## config.mk

```make
export PLATFORM = sky130hd
export DESIGN_NAME = sector_crc_guard
export DESIGN_NICKNAME = d
export VERILOG_FILES = /design/src/rtl/sector_crc_guard.sv
export SDC_FILE = /design/constraint.sdc
export NUM_CORES = 1
export LEC_CHECK = 0
export BUFFER_PORTS_ARGS = -buffer_cell sky130_fd_sc_hd__buf_2
export CAP_MARGIN = 40
export CORE_MARGIN = 8
export CORE_UTILIZATION = 40
export DETAILED_ROUTE_END_ITERATION = 10
export HOLD_SLACK_MARGIN = 0.15
export PLACE_DENSITY = 0.61
export REMOVE_ABC_BUFFERS = 1
export SLEW_MARGIN = 20
export SYNTH_ARGS = -nofsm -noshare
export SYNTH_HDL_FRONTEND = slang
export SYNTH_SLANG_ARGS = --single-unit
```

## constraint.sdc

```tcl
create_clock -name clk -period 2.3 [get_ports clk]
set_input_delay 0.46 -clock clk [delete_from_list [all_inputs] [get_ports clk]]
set_output_delay 0.46 -clock clk [all_outputs]
set_load 0.01 [all_outputs]
```

## src/rtl/sector_crc_guard.sv

```systemverilog
module sector_crc_guard #(
  parameter int LEN_W = 12,
  parameter logic [63:0] POLY = 64'h42F0E1EBA9EA3693
) (
  input  logic             clk,
  input  logic             rst_n,
  input  logic             idle,
  input  logic             crc_en,
  input  logic             rd_mode,
  input  logic [LEN_W-1:0] sect_len,
  input  logic             in_valid,
  input  logic [7:0]       in_data,
  output logic             in_ready,
  output logic             out_valid,
  output logic [7:0]       out_data,
  input  logic             out_ready,
  output logic             data_err,
  output logic             thread_rst_req
);

  localparam int TAIL_N = 8;

  logic             en_q, rd_q, tail, mis_q, err_q;
  logic [LEN_W-1:0] len_q, cnt;
  logic [63:0]      crc_q, crc_sh;
  logic [7:0]       tail_byte;
  logic             wr_tail, rd_tail, in_hs, out_hs, step, last_data, last_tail, byte_bad;

  function automatic logic [63:0] crc_byte(input logic [63:0] c, input logic [7:0] b);
    logic [63:0] r;
    r = c;
    for (int i = 7; i >= 0; i--) begin
      if (r[63] ^ b[i]) r = {r[62:0], 1'b0} ^ POLY;
      else              r = {r[62:0], 1'b0};
    end
    return r;
  endfunction

  assign wr_tail   = en_q && !rd_q && tail;
  assign rd_tail   = en_q &&  rd_q && tail;
  assign crc_sh    = crc_q << {cnt[2:0], 3'b000};
  assign tail_byte = crc_sh[63:56];

  assign out_valid = !idle && (wr_tail || (!rd_tail && in_valid));
  assign in_ready  = !idle && (rd_tail || (!wr_tail && out_ready));
  assign out_data  = wr_tail ? tail_byte : in_data;

  assign in_hs     = in_valid && in_ready;
  assign out_hs    = out_valid && out_ready;
  assign step      = wr_tail ? out_hs : in_hs;
  assign last_data = (cnt == len_q - LEN_W'(1));
  assign last_tail = (cnt == LEN_W'(TAIL_N - 1));
  assign byte_bad  = (in_data != tail_byte);

  always_ff @(posedge clk or negedge rst_n) begin
    if (!rst_n) begin
      en_q  <= 1'b0;
      rd_q  <= 1'b0;
      len_q <= LEN_W'(1);
      cnt   <= '0;
      tail  <= 1'b0;
      crc_q <= '0;
      mis_q <= 1'b0;
      err_q <= 1'b0;
    end else begin
      err_q <= 1'b0;
      if (idle) begin
        en_q  <= crc_en;
        rd_q  <= rd_mode;
        len_q <= sect_len;
        cnt   <= '0;
        tail  <= 1'b0;
        crc_q <= '0;
        mis_q <= 1'b0;
      end else if (en_q && step) begin
        if (!tail) begin
          crc_q <= crc_byte(crc_q, in_data);
          if (last_data) begin
            tail <= 1'b1;
            cnt  <= '0;
          end else begin
            cnt <= cnt + LEN_W'(1);
          end
        end else begin
          if (rd_q) mis_q <= mis_q | byte_bad;
          if (last_tail) begin
            tail  <= 1'b0;
            cnt   <= '0;
            crc_q <= '0;
            mis_q <= 1'b0;
            if (rd_q) err_q <= mis_q | byte_bad;
          end else begin
            cnt <= cnt + LEN_W'(1);
          end
        end
      end
    end
  end

  assign data_err       = err_q;
  assign thread_rst_req = err_q;

  a_r1_idle_quiet: assert property (@(posedge clk) disable iff (!rst_n)
    idle |-> (!in_ready && !out_valid));

  a_r4_strip_tail: assert property (@(posedge clk) disable iff (!rst_n)
    rd_tail |-> !out_valid);

  a_r5_err_read_only: assert property (@(posedge clk) disable iff (!rst_n)
    data_err |-> $past(en_q && rd_q && tail));

  a_r7_tail_count: assert property (@(posedge clk) disable iff (!rst_n)
    tail |-> (cnt < LEN_W'(TAIL_N)));

  a_r7_data_count: assert property (@(posedge clk) disable iff (!rst_n)
    (en_q && !tail && !idle && len_q != '0) |-> (cnt < len_q));

  a_r8_tail_hold: assert property (@(posedge clk) disable iff (!rst_n)
    (wr_tail && !idle && !out_ready) |=> (idle || $stable(out_data)));

endmodule

```

==> results.md <==
* Outcome: finished, violations left
* Failing checks: setup timing
* DRT antenna net count at 0
* Post-synthesis sequential area ratio at 0.371
* Period utilization at 1.13
* Cell taking the most area after synthesis: dfrtp_1
* FMAX at 385 MHz
* Yosys warning total at 0
* Die H at 141 µm
* First-pass GRT wire length at 28.2 mm
* Crit-path cells: or4_4, or3_4, a2111oi_4, o211ai_2, a2111oi_4, buf_6, nor3_1
* Top_reg_cell synth: dfrtp_1
* Crit end category: register
* NumNets Final at 785
* Most frequent cells in the layout: 121 x buf_4, 92 x dfrtp_1, 84 x xnor2_1, 78 x nand2_1
* Synth Area in Adders at 0.00399
* WS Path Type: reg -> reg
* Compound-gate portion of the synthesized area at 0.108
* Starting Density at 0.411
* Worst EP arrival at 2.80 ns
* Area growth syn-to-layout at 34.7%
* Max_cap viols at 0
* CTS Buf Count at 9
* Post-synth ARST share at 1.00
* Drt pass-1 iters at 4
* Gr usage total at 0.179
* Critical path launch point type: register
* CP endpoint: cnt[4]$_DFFE_PN0P_
* Clock latency on the worst-skew pair at 0.36 ns
* Final Max Slew Viols at 0
* Cells after Synth at 598
* Worst Hold Class: in -> reg
* Actual slew at the worst max-slew pin at 0.738 ns
* Number of remaining DRC errors at 0
* Drt via density at 5.20
* Worst R2R Path Depth at 7
* Total die area at 19900 µm²
* Initial antenna violation count at 0
* Synth unique cells at 61
* Rel. slew slack at 0.504
* Critical path's slowest cell: or4_4
* Critical path's top delay family: simple AND/OR/NAND/NOR gates
* Final setup violation count at 23
* Worst-path clk slew at 0.07 ns
* CP most frequent cell: a2111oi_4
* Htree depth at 3
* Critical path buffers and inverters at 1
* Synth Area in Simple Gates at 0.117
* Clock buffer depth at 2
* Post-route cell area at 8450 µm²
* Synth top area cells: dfrtp_1 37%, xnor2_1 13%, xor2_1 8.2%
* CP max FO at 10
* Vias at 5057
* Post-synthesis mux area share at 0.0924
* Finished Layout Cells at 972
* R2R Path End: cnt[4]$_DFFE_PN0P_
* Wirelength per Cell at 18.3 µm
* Die W at 141 µm
* Starting DRT DRC Count at 299
* Worst EP required at 2.50 ns
* Crit path time final at 2.60 ns
* PortBufs at 38
* CP Launch Point: len_q[0]$_DFFE_PN1P_
* Lkg Pwr at 3.73 nW
* Hold Violations, Final at 0
* Clock Sinks at 93
* CTS tree: yes
* Final clock skew at 0.0109 ns
* Commonest non-fill, non-tap cell in the layout: buf_4
* Number of synthesized register bits at 93
* R2R Path Start: len_q[0]$_DFFE_PN1P_
* # IOs at 39
* Post-synth EDFFs at 0
* XOR/XNOR Fraction of Synth Area at 0.280
* Synthesized area per cell at 10.5 µm²
* Largest net degree at the start of global routing at 65
* Power Density at 866 nW/µm²
* Placement Cell Area at 7500 µm²
* Maximum vdd drop at 595 µV
* Number of global-route vias before repair at 5220
* Diodes inserted at 0
* Largest family of logic cells by synthesized area: XOR/XNOR gates
* Dpl cells at 924
* CTS root buf: clkbuf_16
* Crit. path cell count at 7
* Gpl congestion at 0.897
* Synthesized area at 6270 µm²
* Post-Route WL at 17.8 mm
* Post-synth top area share at 0.367
* Rows at 45
* Grt ovf at 0
* RSZ-0062 raised after global routing: true
* Crit path largest cell delay at 0.54 ns
* DP Wirelength at 12.4 mm
* Setup ws final at -0.297 ns
* R2R setup slack at -0.30 ns
* Layout cells sized above 1 at 0.382
* Core area at 15300 µm²
routing by layer:
layer  track usage  vias up  routed length, µm
met5             0        -                  0
met4        0.0554        0                357
met3        0.0331       17                677
met2         0.309      109               9140
met1         0.221     2545               7610
li1              -     2386                  -
timing repair:
item / in CTS / in global routing
setup buffers: 19 / 12
hold buffers: 1 / 0
resized for setup: 45 / 31
hold endpoints to repair: 28 / 0
gates cloned: 0 / 1
pin swaps: 17 / 13
setup endpoints to repair: 40 / 86
worst min-delay path by stage:
stage / start / endpoint / cells past startpoint
floorplan: rst_n / cnt[0]$_DFFE_PN0P_ / 0
global placement: rst_n / cnt[11]$_DFFE_PN0P_ / 1
detailed placement: rst_n / cnt[8]$_DFFE_PN0P_ / 1
CTS: crc_en / en_q$_DFFE_PN0P_ / 3
global route: crc_en / en_q$_DFFE_PN0P_ / 3
finish: crc_en / en_q$_DFFE_PN0P_ / 3
cell type report:
type / instances / area [µm²]
Timing Repair Buffer: 177 / 1400
Sequential cell: 93 / 2330
Clock buffer: 10 / 239
Fill cell: 1293 / 6810
Multi-Input combinational cell: 466 / 4100
Clock inverter: 6 / 92.6
Inverter: 9 / 33.8
Tap cell: 211 / 264
Yosys cell counts (7+ instances only):
library cell	instances
a21oi_1	7
a22o_1	13
clkbuf_1	21
dfrtp_1	92
inv_1	9
mux2_2	12
mux2i_1	8
mux4_2	15
nand2_1	79
nand4_1	9
nor2_1	11
nor3_1	17
o21ai_0	63
xnor2_1	95
xor2_1	59
stage by stage:
stage | setup TNS, ns | setup slack, ns | power [mW] | utilization | hold WS [ns]
3_3_place_gp | -6.35 | -0.271 | 5.11 | 0.491 | 0.432
6_report | -5.02 | -0.297 | 7.32 | 0.554 | 0.310
4_1_cts | -5.35 | -0.297 | 7.03 | 0.535 | 0.303
3_5_place_dp | -7.46 | -0.307 | 5.15 | 0.491 | 0.441
5_1_grt | -7.27 | -0.389 | 7.68 | 0.554 | 0.315
2_1_floorplan | -152.79 | -2.64 | 3.92 | - | 0.164
tightest hold or removal path, stage by stage:
cell and delay (ns):
buf_2 0.07, nand2_1 0.04, o21ai_0 0.06
sequential cells by signal (all words and copies together) (netlist names):
name / flops
mis_q: 1
tail: 1
rd_q: 1
crc_q: 64
data_err: 1
len_q: 12
en_q: 1
cnt: 12
cell families (layout without fill, tap and decap cells):
| family | count (synthesis) | count (layout) |
|---|---|---|
| compound gates | 104 | 104 |
| mux | 36 | 36 |
| buf+inv | 39 | 202 |
| xor+xnor | 172 | 172 |
| fa+ha+maj | 2 | 2 |
| flops | 93 | 93 |
| simple gates | 152 | 152 |
power by group:
part           total [mW]  internal [mW]  leakage (nW)  switching [mW]
clock                1.69          0.991         0.156           0.702
combinational        3.70           1.97          2.32            1.73
sequential           1.93           1.78          1.26           0.145
Note: power is estimated with default switching activity, not from simulation.
